<file path="src/rtl/tmr16_pkg.sv">
`timescale 1ns/1ps
package tmr16_pkg;

  localparam int unsigned TMR_W     = 16;
  localparam int unsigned N_SRC     = 4;
  localparam int unsigned SRC_SEL_W = $clog2(N_SRC);
  localparam int unsigned DIV_SEL_W = 2;
  localparam int unsigned DIV_CNT_W = (2 ** DIV_SEL_W) - 1;

  typedef enum logic [1:0] {
    MODE_STOP = 2'b00,
    MODE_UP   = 2'b01,
    MODE_CONT = 2'b10,
    MODE_UPDN = 2'b11
  } tmr_mode_e;

  typedef struct packed {
    logic [SRC_SEL_W-1:0] src;
    logic [DIV_SEL_W-1:0] div;
    tmr_mode_e            mode;
    logic                 ie;
  } tmr_ctrl_t;

  typedef struct packed {
    logic [TMR_W-1:0] cnt;
    logic             down;
    logic             wrap;
  } cnt_step_t;

  // last prescaler phase before a counter step: divide ratio minus one
  function automatic logic [DIV_CNT_W-1:0] div_limit(input logic [DIV_SEL_W-1:0] sel);
    logic [DIV_CNT_W-1:0] lim;
    lim = '0;
    for (int i = 0; i < DIV_CNT_W; i++) begin
      if (i < int'(sel)) lim[i] = 1'b1;
    end
    return lim;
  endfunction

  // one counting step of the selected mode
  function automatic cnt_step_t count_next(input tmr_mode_e mode,
                                           input logic [TMR_W-1:0] cur,
                                           input logic [TMR_W-1:0] cmp,
                                           input logic down);
    cnt_step_t r;
    r.cnt  = cur;
    r.down = down;
    r.wrap = 1'b0;
    case (mode)
      MODE_UP: begin
        if (cur >= cmp) begin
          r.cnt  = '0;
          r.wrap = 1'b1;
        end else begin
          r.cnt = cur + 1'b1;
        end
      end
      MODE_CONT: begin
        r.cnt  = cur + 1'b1;
        r.wrap = &cur;
      end
      MODE_UPDN: begin
        if (!down && (cur < cmp)) begin
          r.cnt = cur + 1'b1;
        end else if (cur <= TMR_W'(1)) begin
          r.cnt  = '0;
          r.down = 1'b0;
          r.wrap = 1'b1;
        end else begin
          r.cnt  = cur - 1'b1;
          r.down = 1'b1;
        end
      end
      default: ;
    endcase
    return r;
  endfunction

  // control register as seen by a bus read
  function automatic logic [TMR_W-1:0] ctrl_view(input tmr_ctrl_t c, input logic flag);
    logic [TMR_W-1:0] v;
    v      = '0;
    v[9:8] = c.src;
    v[7:6] = c.div;
    v[5:4] = c.mode;
    v[1]   = c.ie;
    v[0]   = flag;
    return v;
  endfunction

endpackage

</file>
<file path="src/rtl/tmr16_srcsel.sv">
`timescale 1ns/1ps
module tmr16_srcsel
  import tmr16_pkg::*;
(
  input  logic [N_SRC-1:0]     src_en,
  input  logic [SRC_SEL_W-1:0] sel,
  output logic                 src_tick
);

  logic [N_SRC-1:0] hit;

  for (genvar g = 0; g < N_SRC; g++) begin : g_src
    assign hit[g] = src_en[g] && (sel == SRC_SEL_W'(g));
  end

  assign src_tick = |hit;

endmodule

</file>
<file path="src/rtl/tmr16_prescale.sv">
`timescale 1ns/1ps
module tmr16_prescale
  import tmr16_pkg::*;
(
  input  logic                 clk,
  input  logic                 rst_n,
  input  logic                 run,
  input  logic                 clr,
  input  logic                 src_tick,
  input  logic [DIV_SEL_W-1:0] div_sel,
  output logic                 cnt_tick
);

  logic [DIV_CNT_W-1:0] phase_q;
  logic                 at_lim;

  assign at_lim   = phase_q >= div_limit(div_sel);
  assign cnt_tick = run && src_tick && at_lim;

  always_ff @(posedge clk or negedge rst_n) begin
    if (!rst_n) begin
      phase_q <= '0;
    end else if (clr) begin
      phase_q <= '0;
    end else if (run && src_tick) begin
      phase_q <= at_lim ? '0 : phase_q + 1'b1;
    end
  end

  // a stopped timer keeps its prescaler phase
  assert_phase_hold_R8: assert property (@(posedge clk) disable iff (!rst_n)
    (!run && !clr) |=> (phase_q == $past(phase_q)));

  // a clear leaves the prescaler at its first phase
  assert_phase_clear_R9: assert property (@(posedge clk) disable iff (!rst_n)
    clr |=> (phase_q == '0));

endmodule

</file>
<file path="src/rtl/tmr16_counter.sv">
`timescale 1ns/1ps
module tmr16_counter
  import tmr16_pkg::*;
(
  input  logic             clk,
  input  logic             rst_n,
  input  tmr_mode_e        mode,
  input  logic [TMR_W-1:0] cmp,
  input  logic             step,
  input  logic             load,
  input  logic [TMR_W-1:0] load_val,
  input  logic             clr,
  output logic [TMR_W-1:0] cnt,
  output logic             wrap_evt
);

  logic      down_q;
  logic      adv;
  cnt_step_t nx;

  assign adv = step && !load && !clr;

  always_comb nx = count_next(mode, cnt, cmp, down_q);

  assign wrap_evt = adv && nx.wrap;

  always_ff @(posedge clk or negedge rst_n) begin
    if (!rst_n) begin
      cnt    <= '0;
      down_q <= 1'b0;
    end else if (clr) begin
      cnt    <= '0;
      down_q <= 1'b0;
    end else if (load) begin
      cnt <= load_val;
    end else if (adv) begin
      cnt    <= nx.cnt;
      down_q <= nx.down;
    end
  end

  // every overflow event leaves the count at zero
  assert_wrap_zero_R6: assert property (@(posedge clk) disable iff (!rst_n)
    wrap_evt |=> (cnt == '0));

  // without a step, load or clear the count holds
  assert_hold_R8: assert property (@(posedge clk) disable iff (!rst_n)
    (!step && !load && !clr) |=> (cnt == $past(cnt)));

  // a bus load wins over a step in the same cycle
  assert_load_R10: assert property (@(posedge clk) disable iff (!rst_n)
    (load && !clr) |=> (cnt == $past(load_val)));

  // a clear zeroes the count and the direction
  assert_clear_R9: assert property (@(posedge clk) disable iff (!rst_n)
    clr |=> (cnt == '0 && !down_q));

endmodule

</file>
<file path="src/rtl/tmr16_periph.sv">
`timescale 1ns/1ps
module tmr16_periph
  import tmr16_pkg::*;
#(
  parameter logic [15:0] ADDR_CTRL = 16'h0160,
  parameter logic [15:0] ADDR_CNT  = 16'h0170,
  parameter logic [15:0] ADDR_VEC  = 16'h012E,
  parameter logic [15:0] ADDR_CMP  = 16'h0172,
  parameter logic [15:0] OVF_CODE  = 16'h000A
)(
  input  logic             clk,
  input  logic             rst_n,
  input  logic [15:0]      bus_addr,
  input  logic [TMR_W-1:0] bus_wdata,
  input  logic             bus_we,
  input  logic             bus_re,
  output logic [TMR_W-1:0] bus_rdata,
  input  logic             clk_ext_en,
  input  logic             clk_aux_en,
  input  logic             clk_sys_en,
  input  logic             clk_ext_n_en,
  output logic             ovf_irq
);

  localparam int unsigned CLR_BIT = 2;

  tmr_ctrl_t        ctrl_q;
  logic             flag_q;
  logic [TMR_W-1:0] cmp_q;

  // bus decode
  logic wr_ctrl, wr_cnt, wr_cmp, rd_vec, clr_req;
  assign wr_ctrl = bus_we && (bus_addr == ADDR_CTRL);
  assign wr_cnt  = bus_we && (bus_addr == ADDR_CNT);
  assign wr_cmp  = bus_we && (bus_addr == ADDR_CMP);
  assign rd_vec  = bus_re && (bus_addr == ADDR_VEC);
  assign clr_req = wr_ctrl && bus_wdata[CLR_BIT];

  // timing chain
  logic [N_SRC-1:0] src_en;
  logic             src_tick, cnt_tick, run, wrap_evt;
  logic [TMR_W-1:0] cnt_val;

  assign src_en = {clk_ext_n_en, clk_sys_en, clk_aux_en, clk_ext_en};
  assign run    = (ctrl_q.mode != MODE_STOP);

  tmr16_srcsel u_srcsel (
    .src_en   (src_en),
    .sel      (ctrl_q.src),
    .src_tick (src_tick)
  );

  tmr16_prescale u_prescale (
    .clk      (clk),
    .rst_n    (rst_n),
    .run      (run),
    .clr      (clr_req),
    .src_tick (src_tick),
    .div_sel  (ctrl_q.div),
    .cnt_tick (cnt_tick)
  );

  tmr16_counter u_counter (
    .clk      (clk),
    .rst_n    (rst_n),
    .mode     (ctrl_q.mode),
    .cmp      (cmp_q),
    .step     (cnt_tick),
    .load     (wr_cnt),
    .load_val (bus_wdata),
    .clr      (clr_req),
    .cnt      (cnt_val),
    .wrap_evt (wrap_evt)
  );

  // registers
  always_ff @(posedge clk or negedge rst_n) begin
    if (!rst_n) begin
      ctrl_q <= '{src: '0, div: '0, mode: MODE_STOP, ie: 1'b0};
    end else if (wr_ctrl) begin
      ctrl_q.src  <= bus_wdata[9:8];
      ctrl_q.div  <= bus_wdata[7:6];
      ctrl_q.mode <= tmr_mode_e'(bus_wdata[5:4]);
      ctrl_q.ie   <= bus_wdata[1];
    end
  end

  always_ff @(posedge clk or negedge rst_n) begin
    if (!rst_n) begin
      flag_q <= 1'b0;
    end else if (wrap_evt) begin
      flag_q <= 1'b1;
    end else if (rd_vec) begin
      flag_q <= 1'b0;
    end else if (wr_ctrl) begin
      flag_q <= bus_wdata[0];
    end
  end

  always_ff @(posedge clk or negedge rst_n) begin
    if (!rst_n) begin
      cmp_q <= '0;
    end else if (wr_cmp) begin
      cmp_q <= bus_wdata;
    end
  end

  assign ovf_irq = flag_q && ctrl_q.ie;

  // read mux
  always_comb begin
    bus_rdata = '0;
    if (bus_re) begin
      case (bus_addr)
        ADDR_CTRL: bus_rdata = ctrl_view(ctrl_q, flag_q);
        ADDR_CNT:  bus_rdata = cnt_val;
        ADDR_CMP:  bus_rdata = cmp_q;
        ADDR_VEC:  bus_rdata = flag_q ? OVF_CODE : '0;
        default:   bus_rdata = '0;
      endcase
    end
  end

  logic unused_wdata;
  assign unused_wdata = ^{bus_wdata[15:10], bus_wdata[3]};

  // an overflow event always leaves the flag set
  assert_flag_set_R5: assert property (@(posedge clk) disable iff (!rst_n)
    wrap_evt |=> flag_q);

  // a source read without a coincident overflow consumes the flag
  assert_vec_clear_R11: assert property (@(posedge clk) disable iff (!rst_n)
    (rd_vec && !wrap_evt) |=> !flag_q);

  // the request never rises without the enable
  assert_irq_enable_R12: assert property (@(posedge clk) disable iff (!rst_n)
    $rose(ovf_irq) |-> ctrl_q.ie);

endmodule

</file>
<file path="config.mk">
export PLATFORM = sky130hd
export DESIGN_NAME = tmr16_periph
export DESIGN_NICKNAME = d
export VERILOG_FILES = /design/src/rtl/tmr16_pkg.sv /design/src/rtl/tmr16_srcsel.sv /design/src/rtl/tmr16_prescale.sv /design/src/rtl/tmr16_counter.sv /design/src/rtl/tmr16_periph.sv
export SDC_FILE = /design/constraint.sdc
export NUM_CORES = 1
export LEC_CHECK = 0
export ABC_AREA = 0
export CAP_MARGIN = 15
export CORE_AREA = 2 2 93 86
export DETAILED_ROUTE_END_ITERATION = 6
export DIE_AREA = 0 0 95 88
export PLACE_DENSITY = 0.77
export SYNTH_ARGS = -nofsm -noshare
export SYNTH_HDL_FRONTEND = slang
export SYNTH_SLANG_ARGS = --single-unit
export TNS_END_PERCENT = 5
</file>
<file path="constraint.sdc">
create_clock -name clk -period 2.85 [get_ports clk]
set_input_delay 0.4275 -clock clk [delete_from_list [all_inputs] [get_ports clk]]
set_output_delay 0.4275 -clock clk [all_outputs]
set_load 0.1 [all_outputs]
</file>
==> results.md <==
Synth:
- The synthesized design contains 44 register bits.
- The portion of netlist area occupied by mux cells is between 10% and 20%.
- Dividing the synthesized area by the synthesized cell count gives roughly 8.6 µm².
- After synthesis, flip-flops and latches occupy between 30% and 40% of the total area.
- Summing the areas of all and, or, nand and nor instances in the mapped netlist gives between 20% and 30% of the synthesized area.
- The synthesized netlist net count is roughly 490.
- The cell area after synthesis is between 3000 and 4000 µm².
- The commonest cells after synthesis are 46 x nor2_1, 44 x dfrtp_1, 32 x nand2_1, 26 x inv_1, 25 x a21oi_1.
- The top cell type's share of synthesized area is 30.2%.
- The cell count after synthesis is between 400 and 500.
- The dominant combinational cell family by area after synthesis is simple AND/OR/NAND/NOR gates.
- The number of unique standard cell types used by synthesis is between 60 and 70.
- The predominant post-synthesis flop cell is dfrtp_1.
- The largest total area in the synthesized netlist belongs to dfrtp_1.
- Summing the areas of all compound-gate instances in the mapped netlist gives a little under a fifth of the synthesized area.
- In this run, synthesis inferred 0 flip-flops with an integrated enable.
- The area share of xor/xnor cells in the synthesized design is less than 1%.
- The async set or reset register ratio after synthesis is 100%.
- The total number of yosys warnings is 0.
- In the post-synthesis netlist, the biggest area contributors are dfrtp_1 30%, ha_1 7.9%, mux2_2 7.4%.
- After Yosys synthesis, full adders, half adders and majority gates account for 7.90% of the synthesized area.
- The most common cell in the netlist is nor2_1.

Power and ir drop:
- The static leakage power is between 2 and 2.5 nW.
- The power density relative to cell area is 242 nW/µm².
- The peak supply drop is between 0.0002 and 0.0003 V.

Clocking:
- In this run the number of H-tree levels came out at 2.
- The root buffer selected by CTS is clkbuf_8.
- The count of hold buffers inserted by post-cts repair is 0.
- The clock sink count is 44.
- The clock edge transition at the registers on the reported setup and hold paths is ~90 ps.
- The longest clock path from root to sink contains 2 buffers.
- The TritonCTS clock tree is done.
- Clock tree synthesis inserted a total of 5 buffers.
- For the worst-skew pair, the clock arrives at the later sink with an insertion delay of 310 ps.

Global routing:
- The number of global-route vias before repair is around 3800.
- The largest net degree at the start of global routing is 45.
- The initial antenna violation count is 0.
- The wire length of the first global-routing pass is about 19 mm.
- The overall overflow remaining after global route is 0.
- In the global route stage, overall resource usage came out at about 30%.

Critical path:
- The setup slack on the worst flop-to-flop path is approximately 60 ps.
- By startpoint and endpoint, the worst setup path is classified as in -> out.
- STA classifies the critical path startpoint as an input port.
- The cell count of the worst reg-to-reg path is 8.
- The critical path data required time is 2420 ps.
- The biggest fanout along the worst timing path is 5.
- The critical path arrival is roughly 2400 ps.
- STA classifies the critical path endpoint as an output port.

Routing:
- The total wirelength of the detailed-routed design is roughly 13 mm.
- The DRC violation total after the first TritonRoute iteration is between 300 and 400.
- The average routed wire per standard cell is approximately 20 µm.
- In this run the remaining antenna-violating nets after routing total 0.
- The first-pass iteration count of the detailed router is 5.
- In the routed layout, each cell is associated on average with a via count of roughly 6.3.
- The via total after detailed routing is 3922.
- The final routed DRC violation total is 0.

Layout:
- At the end of the flow the core is filled with cells to 70.9%.
- The area growth from synthesis to final layout is 44.0%.
- The number of antenna diodes in the final layout is 0.
- The post-route netlist has a little under a third of its cells at a drive strength greater than 1.
- The number of nets at the end of the flow is ~590.
- The number of filler instances in the final layout is about 570.

Floorplan:
- The core region area is about 7400 µm².
- The floorplan step defined a die boundary enclosing about 8400 µm².
- The floorplan step set the die height to between 80 and 90 µm.
- The die is 95 µm wide.
- The I/O pin count is between 50 and 60.
- The number of cell rows is 30.
- The starting utilization of the core area is between 40% and 50%.

Place:
- The count of buffers from port buffering is between 50 and 60.
- The congestion estimate from routability-driven global placement came to around 1.0.
- Detailed placement finished with a half-perimeter wire length of 9.04 mm.

Timing:
- Counting I/O delays and the setup requirement, the final critical path takes about 2800 ps.
- The hold violation count in the final report is 0.
- Setup repair after global routing could not meet its margin everywhere.
- At the pin with the least slew margin, the transition time is between 600 and 700 ps.
- The final count of negative-setup-slack endpoints is 0.
- The final worst clock skew is about 11 ps.
- In the finished design, the share of the clock period the worst path needs comes to ~100%.
- For the final routed database, the setup TNS stands at 0 ps.
- Measured against its own limit, the worst slew margin works out to between 50% and 60%.
- The maximum clock rate is around 350 MHz.
- The max-slew violation count was 0.

Outcome:
- The run finished with clean final reports.

Hold path:
- In this run the worst hold path is classified as in -> async.

Run:
- The tool flagged a number of max-cap violations equal to 0.
==> metrics by stage <==
step	total power [mW]	instances	worst slack, ps	hold slack, ps	cell area (µm²)
finish	1.27	627	2.98	20.4	5240
global route	1.31	627	-112	32.0	5240
CTS	1.27	621	23.0	355	5030
detailed placement	0.741	613	-134	524	4880
global placement	0.739	613	-7.86	516	4880
floorplan	0.654	425	-347	132	3670
==> flip-flops by register name, indices dropped and copies added (netlist names) <==
signal and count:
cmp_q 16, u_counter.down_q 1, flag_q 1, u_prescale.phase_q 3, u_counter.cnt 16, ctrl_q 7
==> logic make-up after synthesis <==
kind of cell,count (synthesis)
AOI/OAI and AO/OA,99
xor gates and xnor gates,4
adders and majority gates,23
buffers and inverters,49
DFF,44
muxes,40
and+or+nand+nor,166
==> worst paths after layout <==
kind                                      to              start
setup / recovery                bus_rdata[1]        bus_addr[9]
hold / removal                     ctrl_q[0]              rst_n
setup reg to reg           u_counter.cnt[14]  u_counter.cnt[10]
hold reg to reg                     cmp_q[6]           cmp_q[6]
max in group asynchronous  u_counter.cnt[10]              rst_n
min in group clk                    cmp_q[6]           cmp_q[6]
==> worst max-delay path, stage by stage <==
cell and delay (ps):
clkdlybuf4s50_1 430, nor3_2 270, nand4_1 210, nor4_2 280
buf_4 180, o31ai_4 80, clkbuf_16 210, a21oi_4 140
buf_12 190
==> report_power, final <==
part | leakage [nW] | internal [mW] | total [mW] | switching (mW)
registers | 0.587 | 0.624 | 0.625 | 0.000444
logic | 1.62 | 0.0639 | 0.115 | 0.0512
clock network | 0.0614 | 0.287 | 0.531 | 0.244
total | 2.27 | 0.975 | 1.27 | 0.295
==> timing repair <==
| action | 4_1_cts | 5_1_grt |
|---|---|---|
| gates cloned | 0 | 1 |
| buffers inserted | 0 | 4 |
| setup endpoints to repair | 12 | 31 |
| gates resized for setup | 6 | 34 |
| pin swaps | 3 | 13 |
==> layout by cell type, fill, tap and decap left out, types with 5 or more instances in the layout <==
master           Yosys  final
nand3_1             18     18
o22ai_1              5      5
nor2_4               0      8
clkdlybuf4s50_1      0     30
mux2i_1             15     15
mux2_2              24     24
inv_1               26     26
clkbuf_8             2      6
a22oi_1             11     11
a31oi_1              8      7
nor3_1              12     10
dlymetal6s2s_1       0      8
ha_1                23     23
dfrtp_1             44     43
nor2b_1             10      8
nand2_1             32     32
nand4_1             13     13
nor2_1              46     36
a21oi_1             25     22
buf_12               0     21
buf_4                0     59
o21ai_0             11     11
==> routing by layer <==
metal	vias to the layer above	track usage, %	share of wire (%)
met5	-	0	0
met3	36	4.65	8.5
met1	1883	40.3	41
li1	1788	-	-
met2	215	48.9	47
met4	0	11.2	3.0
==> area by class of cell <==
cell class | count | area (µm²) | share of cell area [%]
Sequential cell | 44 | 1100 | 21.0
Tap cell | 96 | 120 | 2.29
Inverter | 26 | 97.6 | 1.86
Multi-Input combinational cell | 332 | 2500 | 47.6
Clock buffer | 6 | 82.6 | 1.57
Timing Repair Buffer | 121 | 1310 | 24.9
Clock inverter | 2 | 38.8 | 0.740
No activity file was read; power rests on OpenSTA's default activity.
